===== src/rtl/xfc_pkg.sv =====
package xfc_pkg;
   typedef enum logic [1:0] {
      SEL_NONE = 2'b00,
      SEL_P2   = 2'b01,
      SEL_P1   = 2'b10,
      SEL_BOTH = 2'b11
   } pair_sel_e;

   localparam logic [7:0] IRQ_ID_FLOW = 8'h10;
   localparam logic [7:0] IRQ_ID_IDLE = 8'h01;
   localparam int ST_HELD_BIT = 3;
   localparam int ST_SENT_BIT = 4;
endpackage


===== src/rtl/xfc_rx_match.sv =====
module xfc_rx_match
   import xfc_pkg::*;
#(
   parameter int DW = 8
) (
   input  logic          clk,
   input  logic          rst_n,
   input  logic          rx_valid,
   input  logic [DW-1:0] rx_data,
   input  pair_sel_e     sel,
   input  logic [DW-1:0] on1,
   input  logic [DW-1:0] on2,
   input  logic [DW-1:0] off1,
   input  logic [DW-1:0] off2,
   output logic          got_on,
   output logic          got_off,
   output logic          fwd_valid,
   output logic [DW-1:0] fwd_data
);
   logic          pend_v, spill_v;
   logic [DW-1:0] pend_d, spill_d;
   logic          pair_on, pair_off, is_on, is_off, starts, new_fwd, flush;

   always_comb begin
      pair_on  = rx_valid && pend_v && sel == SEL_BOTH && pend_d == on1  && rx_data == on2;
      pair_off = rx_valid && pend_v && sel == SEL_BOTH && pend_d == off1 && rx_data == off2;
      is_on  = 1'b0;
      is_off = 1'b0;
      starts = 1'b0;
      case (sel)
         SEL_P1:   begin is_on = rx_data == on1; is_off = rx_data == off1; end
         SEL_P2:   begin is_on = rx_data == on2; is_off = rx_data == off2; end
         SEL_BOTH: starts = (rx_data == on1) || (rx_data == off1);
         default:  ;
      endcase
      got_on  = rx_valid && (pair_on || (is_on && !(pair_off)));
      got_off = rx_valid && (pair_off || (is_off && !(pair_on)));
      flush   = rx_valid && pend_v && !pair_on && !pair_off;
      new_fwd = rx_valid && !pair_on && !pair_off && !is_on && !is_off && !starts;
   end

   always_ff @(posedge clk or negedge rst_n) begin
      if (!rst_n) begin
         pend_v <= 1'b0; pend_d <= '0;
         spill_v <= 1'b0; spill_d <= '0;
         fwd_valid <= 1'b0; fwd_data <= '0;
      end else if (rx_valid) begin
         pend_v <= !pair_on && !pair_off && starts;
         if (starts) pend_d <= rx_data;
         if (flush) begin
            fwd_valid <= 1'b1;
            fwd_data  <= pend_d;
            spill_v   <= new_fwd;
            spill_d   <= rx_data;
         end else begin
            fwd_valid <= new_fwd;
            fwd_data  <= rx_data;
            spill_v   <= 1'b0;
         end
      end else begin
         fwd_valid <= spill_v;
         fwd_data  <= spill_d;
         spill_v   <= 1'b0;
      end
   end

   // R4 input spacing assumed by the forwarding path
   p_rx_spacing_r4: assert property (@(posedge clk) disable iff (!rst_n)
      rx_valid |=> !rx_valid);
   // R2 forwarded bytes only follow a received or spilled byte
   p_fwd_source_r2: assert property (@(posedge clk) disable iff (!rst_n)
      fwd_valid |-> ($past(rx_valid) || $past(spill_v)));
   // R4 a broken pair always emits the stored code next cycle
   p_flush_emits_r4: assert property (@(posedge clk) disable iff (!rst_n)
      (rx_valid && pend_v && !got_on && !got_off) |=> fwd_valid);
endmodule


===== src/rtl/xfc_hold_ctrl.sv =====
module xfc_hold_ctrl
   import xfc_pkg::*;
(
   input  logic       clk,
   input  logic       rst_n,
   input  logic       got_on,
   input  logic       got_off,
   input  logic       rx_any,
   input  logic       any_en,
   input  logic       rx_off,
   input  logic       irq_en,
   output logic       tx_hold,
   output logic       irq,
   output logic [7:0] irq_id
);
   always_ff @(posedge clk or negedge rst_n) begin
      if (!rst_n) begin
         tx_hold <= 1'b0;
         irq     <= 1'b0;
      end else begin
         if (rx_off)                           tx_hold <= 1'b0;
         else if (got_off)                     tx_hold <= 1'b1;
         else if (got_on || (any_en && rx_any)) tx_hold <= 1'b0;
         irq <= irq_en && (got_on || got_off);
      end
   end

   assign irq_id = irq ? IRQ_ID_FLOW : IRQ_ID_IDLE;

   // R5 receive recognition off releases the hold
   p_off_release_r5: assert property (@(posedge clk) disable iff (!rst_n)
      rx_off |=> !tx_hold);
   // R7 interrupt needs enable and a received byte
   p_irq_cause_r7: assert property (@(posedge clk) disable iff (!rst_n)
      irq |-> ($past(irq_en) && $past(rx_any)));
endmodule


===== src/rtl/xfc_tx_inject.sv =====
module xfc_tx_inject
   import xfc_pkg::*;
#(
   parameter int DW = 8,
   parameter int LW = 7
) (
   input  logic          clk,
   input  logic          rst_n,
   input  logic [LW-1:0] level,
   input  logic [LW-1:0] wm_high,
   input  logic [LW-1:0] wm_low,
   input  pair_sel_e     sel_tx,
   input  logic [DW-1:0] on1,
   input  logic [DW-1:0] on2,
   input  logic [DW-1:0] off1,
   input  logic [DW-1:0] off2,
   input  logic          tx_slot,
   output logic          inject_req,
   output logic [DW-1:0] inject_char,
   output logic          off_sent
);
   logic      busy, kind_off, idx, armed_off, last;
   pair_sel_e seq_sel;
   logic      trig_off, trig_on;

   always_comb begin
      trig_off = !busy && !armed_off && sel_tx != SEL_NONE && level >= wm_high;
      trig_on  = !busy &&  armed_off && sel_tx != SEL_NONE && level <= wm_low;
      last     = (seq_sel != SEL_BOTH) || idx;
      if (seq_sel == SEL_P2 || (seq_sel == SEL_BOTH && idx))
         inject_char = kind_off ? off2 : on2;
      else
         inject_char = kind_off ? off1 : on1;
   end

   assign inject_req = busy;

   always_ff @(posedge clk or negedge rst_n) begin
      if (!rst_n) begin
         busy <= 1'b0; kind_off <= 1'b0; idx <= 1'b0;
         armed_off <= 1'b0; off_sent <= 1'b0; seq_sel <= SEL_NONE;
      end else if (busy) begin
         if (tx_slot) begin
            if (last) begin
               busy     <= 1'b0;
               idx      <= 1'b0;
               off_sent <= kind_off;
            end else begin
               idx <= 1'b1;
            end
         end
      end else if (trig_off || trig_on) begin
         busy      <= 1'b1;
         kind_off  <= trig_off;
         armed_off <= trig_off;
         seq_sel   <= sel_tx;
         idx       <= 1'b0;
      end
   end

   // R11 a pending character waits unchanged for its slot
   p_req_steady_r11: assert property (@(posedge clk) disable iff (!rst_n)
      (inject_req && !tx_slot) |=> (inject_req && $stable(inject_char)));
   // R12 injection only starts with a transmit pair selected
   p_no_inject_off_r12: assert property (@(posedge clk) disable iff (!rst_n)
      $rose(inject_req) |-> $past(sel_tx != SEL_NONE));
endmodule


===== src/rtl/xonxoff_flow_engine.sv =====
module xonxoff_flow_engine
   import xfc_pkg::*;
#(
   parameter int DW         = 8,
   parameter int FIFO_DEPTH = 64,
   localparam int LW        = $clog2(FIFO_DEPTH + 1)
) (
   input  logic          clk,
   input  logic          rst_n,
   input  logic          rx_valid,
   input  logic [DW-1:0] rx_data,
   input  logic [LW-1:0] rx_level,
   input  logic [3:0]    flow_mode,
   input  logic          xon_any_en,
   input  logic          irq_en,
   input  logic [DW-1:0] resume1,
   input  logic [DW-1:0] resume2,
   input  logic [DW-1:0] pause1,
   input  logic [DW-1:0] pause2,
   input  logic [LW-1:0] wm_high,
   input  logic [LW-1:0] wm_low,
   input  logic          tx_slot,
   output logic          fwd_valid,
   output logic [DW-1:0] fwd_data,
   output logic          tx_hold,
   output logic          inject_req,
   output logic [DW-1:0] inject_char,
   output logic [7:0]    status,
   output logic          irq,
   output logic [7:0]    irq_id
);
   generate
      if (DW < 5) begin : g_bad_dw
         $error("DW must be at least 5");
      end
      if (FIFO_DEPTH < 2) begin : g_bad_depth
         $error("FIFO_DEPTH must be at least 2");
      end
   endgenerate

   pair_sel_e sel_rx, sel_tx;
   logic      got_on, got_off, off_sent;

   assign sel_rx = pair_sel_e'(flow_mode[1:0]);
   assign sel_tx = pair_sel_e'(flow_mode[3:2]);

   xfc_rx_match #(.DW(DW)) u_rx (
      .clk(clk), .rst_n(rst_n), .rx_valid(rx_valid), .rx_data(rx_data),
      .sel(sel_rx), .on1(resume1), .on2(resume2), .off1(pause1), .off2(pause2),
      .got_on(got_on), .got_off(got_off), .fwd_valid(fwd_valid), .fwd_data(fwd_data)
   );

   xfc_hold_ctrl u_hold (
      .clk(clk), .rst_n(rst_n), .got_on(got_on), .got_off(got_off),
      .rx_any(rx_valid), .any_en(xon_any_en), .rx_off(sel_rx == SEL_NONE),
      .irq_en(irq_en), .tx_hold(tx_hold), .irq(irq), .irq_id(irq_id)
   );

   xfc_tx_inject #(.DW(DW), .LW(LW)) u_tx (
      .clk(clk), .rst_n(rst_n), .level(rx_level), .wm_high(wm_high), .wm_low(wm_low),
      .sel_tx(sel_tx), .on1(resume1), .on2(resume2), .off1(pause1), .off2(pause2),
      .tx_slot(tx_slot), .inject_req(inject_req), .inject_char(inject_char),
      .off_sent(off_sent)
   );

   always_comb begin
      status = '0;
      status[ST_HELD_BIT] = tx_hold;
      status[ST_SENT_BIT] = off_sent;
   end

   // R8 watermark order assumed by the injection logic
   p_wm_order_r8: assert property (@(posedge clk) disable iff (!rst_n)
      wm_low < wm_high);
endmodule


===== config.mk =====
export PLATFORM = sky130hd
export DESIGN_NAME = xonxoff_flow_engine
export DESIGN_NICKNAME = d
export VERILOG_FILES = /design/src/rtl/xfc_pkg.sv /design/src/rtl/xfc_rx_match.sv /design/src/rtl/xfc_hold_ctrl.sv /design/src/rtl/xfc_tx_inject.sv /design/src/rtl/xonxoff_flow_engine.sv
export SDC_FILE = /design/constraint.sdc
export NUM_CORES = 1
export LEC_CHECK = 0
export BUFFER_PORTS_ARGS = -buffer_cell sky130_fd_sc_hd__buf_2
export CAP_MARGIN = 20
export CORE_MARGIN = 5
export CORE_UTILIZATION = 49
export CTS_BUF_LIST = sky130_fd_sc_hd__clkbuf_8 sky130_fd_sc_hd__clkbuf_16
export DETAILED_ROUTE_END_ITERATION = 8
export GPL_TIMING_DRIVEN = 0
export PLACE_DENSITY = 0.84
export SETUP_SLACK_MARGIN = 0.5
export SYNTH_ARGS = -nofsm -noshare
export SYNTH_HDL_FRONTEND = slang
export SYNTH_SLANG_ARGS = --single-unit

===== constraint.sdc =====
create_clock -name clk -period 2.94 [get_ports clk]
set_input_delay 0.147 -clock clk [delete_from_list [all_inputs] [get_ports clk]]
set_output_delay 0.147 -clock clk [all_outputs]
set_load 0.05 [all_outputs]

==> results of run 1 <==
## timing repair
action,4_1_cts,5_1_grt
resized for setup,5,3
cloned,1,0
hold buffers,1,0
pin swaps,6,4
endpoints found under the setup margin,24,16
endpoints found under the hold margin,35,0
setup buffers,5,2
## area by class of cell
| cell class | count | share of cell area |
|---|---|---|
| inverters | 20 | 0.02094 |
| clock inverters | 1 | 0.001396 |
| well taps | 72 | 0.02513 |
| plain buffers | 28 | 0.05131 |
| flip-flops and latches | 35 | 0.2447 |
| multi-input cells | 211 | 0.4897 |
| clock buffers | 6 | 0.02304 |
| repair buffers | 94 | 0.1438 |
## report_power, final
group	switching [mW]	total [mW]	internal, mW
sequential	0.0483	0.600	0.552
combinational	0.698	1.08	0.386
clock	0.170	0.354	0.184
## per-stage QoR
step / setup slack (ns) / total power [mW] / area, sq um / instances
2_1_floorplan: 0.4383 / 1.419 / 2860 / 294
3_3_place_gp: 0.1752 / 1.657 / 3376 / 451
3_5_place_dp: 0.1830 / 1.677 / 3376 / 451
5_1_grt: 0.2860 / 2.148 / 3585 / 467
4_1_cts: 0.3152 / 2.039 / 3553 / 465
6_report: 0.3453 / 2.038 / 3585 / 467
## cells by family (layout without fill, tap and decap cells)
| family | Yosys count | count (layout) | synth area share |
|---|---|---|---|
| AOI/OAI and AO/OA | 37 | 37 | 0.09632 |
| other | 1 | 12 | 0.001330 |
| muxes | 27 | 27 | 0.1398 |
| buffers and inverters | 48 | 149 | 0.08921 |
| and+or+nand+nor | 69 | 69 | 0.1336 |
| DFF | 35 | 35 | 0.3107 |
| adders and majority gates | 18 | 18 | 0.07989 |
| xor gates and xnor gates | 48 | 48 | 0.1491 |
## cells in the final DEF, fill, tap and decap left out, types with 11 or more instances in the layout
master	count
buf_2	85
buf_4	22
clkbuf_1	11
conb_1	12
dfrtp_1	34
ha_1	18
inv_1	20
mux2_2	19
nand2_1	13
xnor2_1	28
xor2_1	19
## routing by layer
metal  global-route usage  vias up  routed length (um)
met5                    0        -                   0
li1                     -     1196                   -
met3              0.04707       15                 481
met1               0.2673     1166                3314
met2               0.3729      104                3768
met4              0.05899        0                 153
## sequential cells by signal, indices dropped and copies added, names as in the netlist
| signal | count |
|---|---|
| u_tx.off_sent | 1 |
| u_rx.spill_v | 1 |
| u_rx.spill_d | 8 |
| u_hold.tx_hold | 1 |
| u_rx.fwd_valid | 1 |
| u_hold.irq | 1 |
| u_tx.armed_off | 1 |
| u_rx.fwd_data | 8 |
| u_rx.pend_d | 8 |
| u_rx.pend_v | 1 |
| u_tx.inject_req | 1 |
| u_tx.seq_sel | 2 |
| u_tx.idx | 1 |
## worst max path at each step
stage	to	slack (ns)	cells past startpoint
final	u_rx.fwd_data[5]	0.35	8
after global routing	u_rx.fwd_data[1]	0.29	8
after CTS	u_rx.fwd_data[1]	0.32	8
after detailed placement	u_rx.fwd_data[1]	0.18	6
after global placement	u_rx.fwd_data[2]	0.18	6
after floorplan	u_rx.fwd_data[0]	0.44	8
## worst reg2reg max path, cell delays in order (launching register included)
cell,delay (ns)
dfrtp_1,0.41
xor2_1,0.16
or4b_1,0.52
or4_1,0.41
a21o_1,0.19
and3_4,0.19
buf_8,0.13
buf_8,0.13
a221o_1,0.34
==> metrics.txt, run 1 <==
status finished, final reports clean; most used cell, CP buf_8; Worst Tran Pin Value 0.8085 ns; Longest Clk Path Bufs 2; cells along the critical path xor2_1, or4b_1, or4_1, a21o_1, and3_4, buf_8, buf_8, a221o_1; crit-path max FO 5; Synth Instances 283; Root Buffer clkbuf_8; worst setup path startpoint u_rx.pend_d[5]; fin crit period 2.595 ns; initial core utilization 0.5088; CP peak stage delay 0.52 ns; WHS Endpoint u_hold.irq; Slew Limit Headroom 0.4610; H-tree levels 2; R2R setup slack 0.35 ns; Final Skew 0.008272 ns; arrival time at the worst endpoint 2.77 ns; Pre-antenna DRT Iters 4; Crit Path Category flop to flop; most instantiated cells after synthesis dfrtp_1, xnor2_1, inv_1; yosys warns 0; worst r2r path cells 8; ANT cells 0; post-synthesis register bit count 35; core box area 0.005540 sq mm; peak supply drop 0.3960 mV; Netlist cell types 42; Worst path slowest cell or4b_1; Max Slew Vio Count 0; share of layout cells above drive strength 1 0.3873; Synth Cell Area 0.002819 sq mm; GR Overflow Total 0; largest net degree at the start of global routing 36; die span in y 85.85 um; Setup Viol. Count Final 0; worst path required time 3.12 ns; DR iter-0 viols 131; fin util 0.6470; DR vias/cell 5.313; Final nets 484; FF+latch area 877.1 sq um; vias in the first global route 2625; sequential area share after synthesis 0.3107; Reg clk slew, reported paths 0.07 ns; Worst setup SP type flop; dominant cells by area after synthesis dfrtp_1, xnor2_1, ha_1, mux2_2, mux4_2; drt total wl 7717 um; Filler Cells Inserted 483; Fin. Hold Viols 0; Die ar. 0.007370 sq mm; Clock Latency Late Sink 0.29 ns; Peak Freq 0.3854 GHz; GPL Wtd Cong 0.9679; Final ANT Viol Nets 0; area of the multi-input gates 0.001755 sq mm; WHS 0.08276 ns; r2r endpoint u_rx.fwd_data[5]; num ports 107; asr flop ratio synth 1.000; synthesized area per cell 9.961 sq um; Rows 27; Leakage Power 1.776 nW; period utilization 0.8826; CTS buffer count 5; max cap viols 0; # DRC 0; Top Family by Delay on Critical Path simple AND/OR/NAND/NOR gates; detailed placement HPWL 6097 um; Post-synth top flop dfrtp_1; WL/cell 16.52 um; Critical Path Sink Type flop; clk sinks 35; hold depth 3; largest area contributor in the netlist dfrtp_1; Post-synth EDFFs 0; count leader, synth dfrtp_1; hold crit path type primary input to flop; area grow syn2layout 27.16%; GRT Overall Usage 0.2143; die width 85.85 um; initial antenna violation count 0; DR vias 2481; RSZ-0062 raised after global routing yes; worst r2r src u_rx.pend_d[5]; CTS tree yes; top-area cell type share of the netlist area 0.3107; Setup TNS 0 ns; IO buf count 85; Critical path buffers and inverters 2; hold_sp irq_en; Power Dens Cells 568.5 mW/mm^2; first-pass GRT wire length 12420 um
(Power assumes the default switching activity.)
==> inputs of run 2 (changes only) <==
PLACE_DENSITY = 0.8   (was 0.84)
==> metrics.txt, run 2 (same netlist as run 1, synthesis figures left out) <==
peak supply drop 0.3468 mV (-12%); Critical path buffers and inverters 2 (unchanged); period utilization 0.8869 (+0.004351); H-tree levels 2 (unchanged); CP peak stage delay 0.52 ns (about the same); WHS 0.09097 ns (+0.008217 ns); Rows 27 (unchanged); DR vias 2459 (-0.89%); num ports 107 (unchanged); Filler Cells Inserted 462 (-4.3%); most used cell, CP buf_8; ANT cells 0 (unchanged); Critical Path Sink Type flop; Clock Latency Late Sink 0.29 ns (about the same); Final nets 483 (-0.21%); Leakage Power 1.783 nW (+0.38%); Worst setup SP type flop; drt total wl 7407 um (-4.0%); largest net degree at the start of global routing 36 (unchanged); GPL Wtd Cong 0.9527 (-1.6%); Die ar. 0.007370 sq mm (unchanged); Root Buffer clkbuf_8; crit-path max FO 5 (unchanged); Comb pwr share 0.510 (-0.022); first-pass GRT wire length 12080 um (-2.7%); Worst path slowest cell or4b_1; Sw Share 0.4275 (-0.02223); internal power 1.221 mW (+8.9%); Top Family by Delay on Critical Path simple AND/OR/NAND/NOR gates; RSZ-0062 raised after global routing yes; WL/cell 15.86 um (-4.0%); DR iter-0 viols 119 (-9.2%); IO buf count 85 (unchanged); arrival time at the worst endpoint 2.78 ns (about the same); initial antenna violation count 0 (unchanged); Slew Limit Headroom 0.4772 (+0.01614); Largest regs u_rx.fwd_data x8, u_rx.pend_d x8, u_rx.spill_d x8; Setup TNS 0 ns (unchanged); CTS buffer count 5 (unchanged); worst path required time 3.11 ns (about the same); hold crit path type primary input to flop; Power Dens Cells 591.9 mW/mm^2 (+4.1%); vias in the first global route 2605 (-0.76%); Pre-antenna DRT Iters 4 (unchanged); die width 85.85 um (unchanged); detailed placement HPWL 5946 um (-2.5%); GRT Overall Usage 0.2075 (-0.006769); GR Overflow Total 0 (unchanged); initial core utilization 0.5088 (unchanged); Reg clk slew, reported paths 0.07 ns (about the same); fin crit period 2.608 ns (+0.01279 ns); Final ANT Viol Nets 0 (unchanged); clock share of power 0.211 (+0.037); most frequent cells in the layout buf_2, dfrtp_1, xnor2_1; clk sinks 35 (unchanged); Worst Tran Pin Value 0.7843 ns (-0.02421 ns); Longest Clk Path Bufs 2 (unchanged); max cap viols 0 (unchanged); Max Slew Vio Count 0 (unchanged); Final Skew 0.005430 ns (-0.002842 ns); cells along the critical path xor2_1, or4b_1, or4_4, a21o_1, and3_4, buf_8, buf_8, a221o_1; commonest non-fill, non-tap cell in the layout buf_2; DR vias/cell 5.266 (-0.89%); die span in y 85.85 um (unchanged); share of layout cells above drive strength 1 0.3848 (-0.002532); area grow syn2layout 27.83%; # DRC 0 (unchanged); P_sw 0.9118 mW (-0.53%); Setup Viol. Count Final 0 (unchanged); sequential share of power 0.279 (-0.015); Crit Path Category flop to flop; CTS tree yes; Fin. Hold Viols 0 (unchanged); core box area 0.005540 sq mm (unchanged); Peak Freq 0.3835 GHz (-0.49%); status finished, final reports clean
## run 2: final cells by class
type / count / area (sq um) / share of cell area
Inverter: 20 / 75.07 / 0.02083
Multi-Input combinational cell: 211 / 1748 / 0.4851
Buffer: 28 / 183.9 / 0.05104
Tap cell: 72 / 90.09 / 0.02500
Clock inverter: 2 / 35.03 / 0.009722
Sequential cell: 35 / 877.1 / 0.2434
Clock buffer: 6 / 82.58 / 0.02292
Timing Repair Buffer: 93 / 511.7 / 0.1420
## run 2: through the flow
| stage | std cells | worst slack [ns] | area (sq um) | util | power [mW] |
|---|---|---|---|---|---|
| floorplan | 294 | 0.4383 | 2860 | - | 1.419 |
| global placement | 451 | 0.1936 | 3376 | 0.6093 | 1.655 |
| CTS | 466 | 0.3390 | 3592 | 0.6484 | 2.144 |
| finish | 467 | 0.3325 | 3603 | 0.6504 | 2.133 |
| detailed placement | 452 | 0.1469 | 3387 | 0.6113 | 1.691 |
| global route | 467 | 0.2706 | 3603 | 0.6504 | 2.238 |
## run 2: power groups by stage
stage / sequential (mW) / clock, mW / combinational (mW)
finish: 0.596 / 0.450 / 1.09
CTS: 0.596 / 0.456 / 1.09
global route: 0.604 / 0.475 / 1.16
detailed placement: 0.605 / 0 / 1.09
floorplan: 0.664 / 0 / 0.755
global placement: 0.600 / 0 / 1.05
## run 2: worst paths after layout
path                                  from                to  slack, ns  cells past startpoint
setup reg to reg            u_rx.pend_d[0]  u_rx.fwd_data[4]       0.33                      8
max in group asynchronous            rst_n    u_rx.pend_d[0]       1.94                      2
min in group asynchronous            rst_n   u_rx.spill_d[0]       0.46                      2
hold / removal                      irq_en        u_hold.irq       0.09                      3
hold reg to reg            u_rx.spill_d[0]   u_rx.spill_d[0]       0.51                      1
setup / recovery            u_rx.pend_d[0]  u_rx.fwd_data[4]       0.33                      8
## run 2: worst reg2reg max path, delay by kind of cell (launching register included)
kind | cells | cell delay [ns]
DFF | 1 | 0.42
xor gates and xnor gates | 1 | 0.16
AOI/OAI and AO/OA | 2 | 0.52
buffers and inverters | 2 | 0.26
and+or+nand+nor | 3 | 1.12
## run 2: routing by layer
layer	global-route usage	wire length, um
met1	0.2636	3115
met4	0.07338	148
met5	0	0
met2	0.3517	3569
met3	0.04035	574
## run 2: timing repair
action / CTS / global route
pin swaps: 3 / 4
cloned: 1 / 0
hold buffers: 1 / 0
buffers inserted: 4 / 1
hold endpoints to repair: 35 / 0
endpoints found under the setup margin: 16 / 16
gates resized for setup: 6 / 1
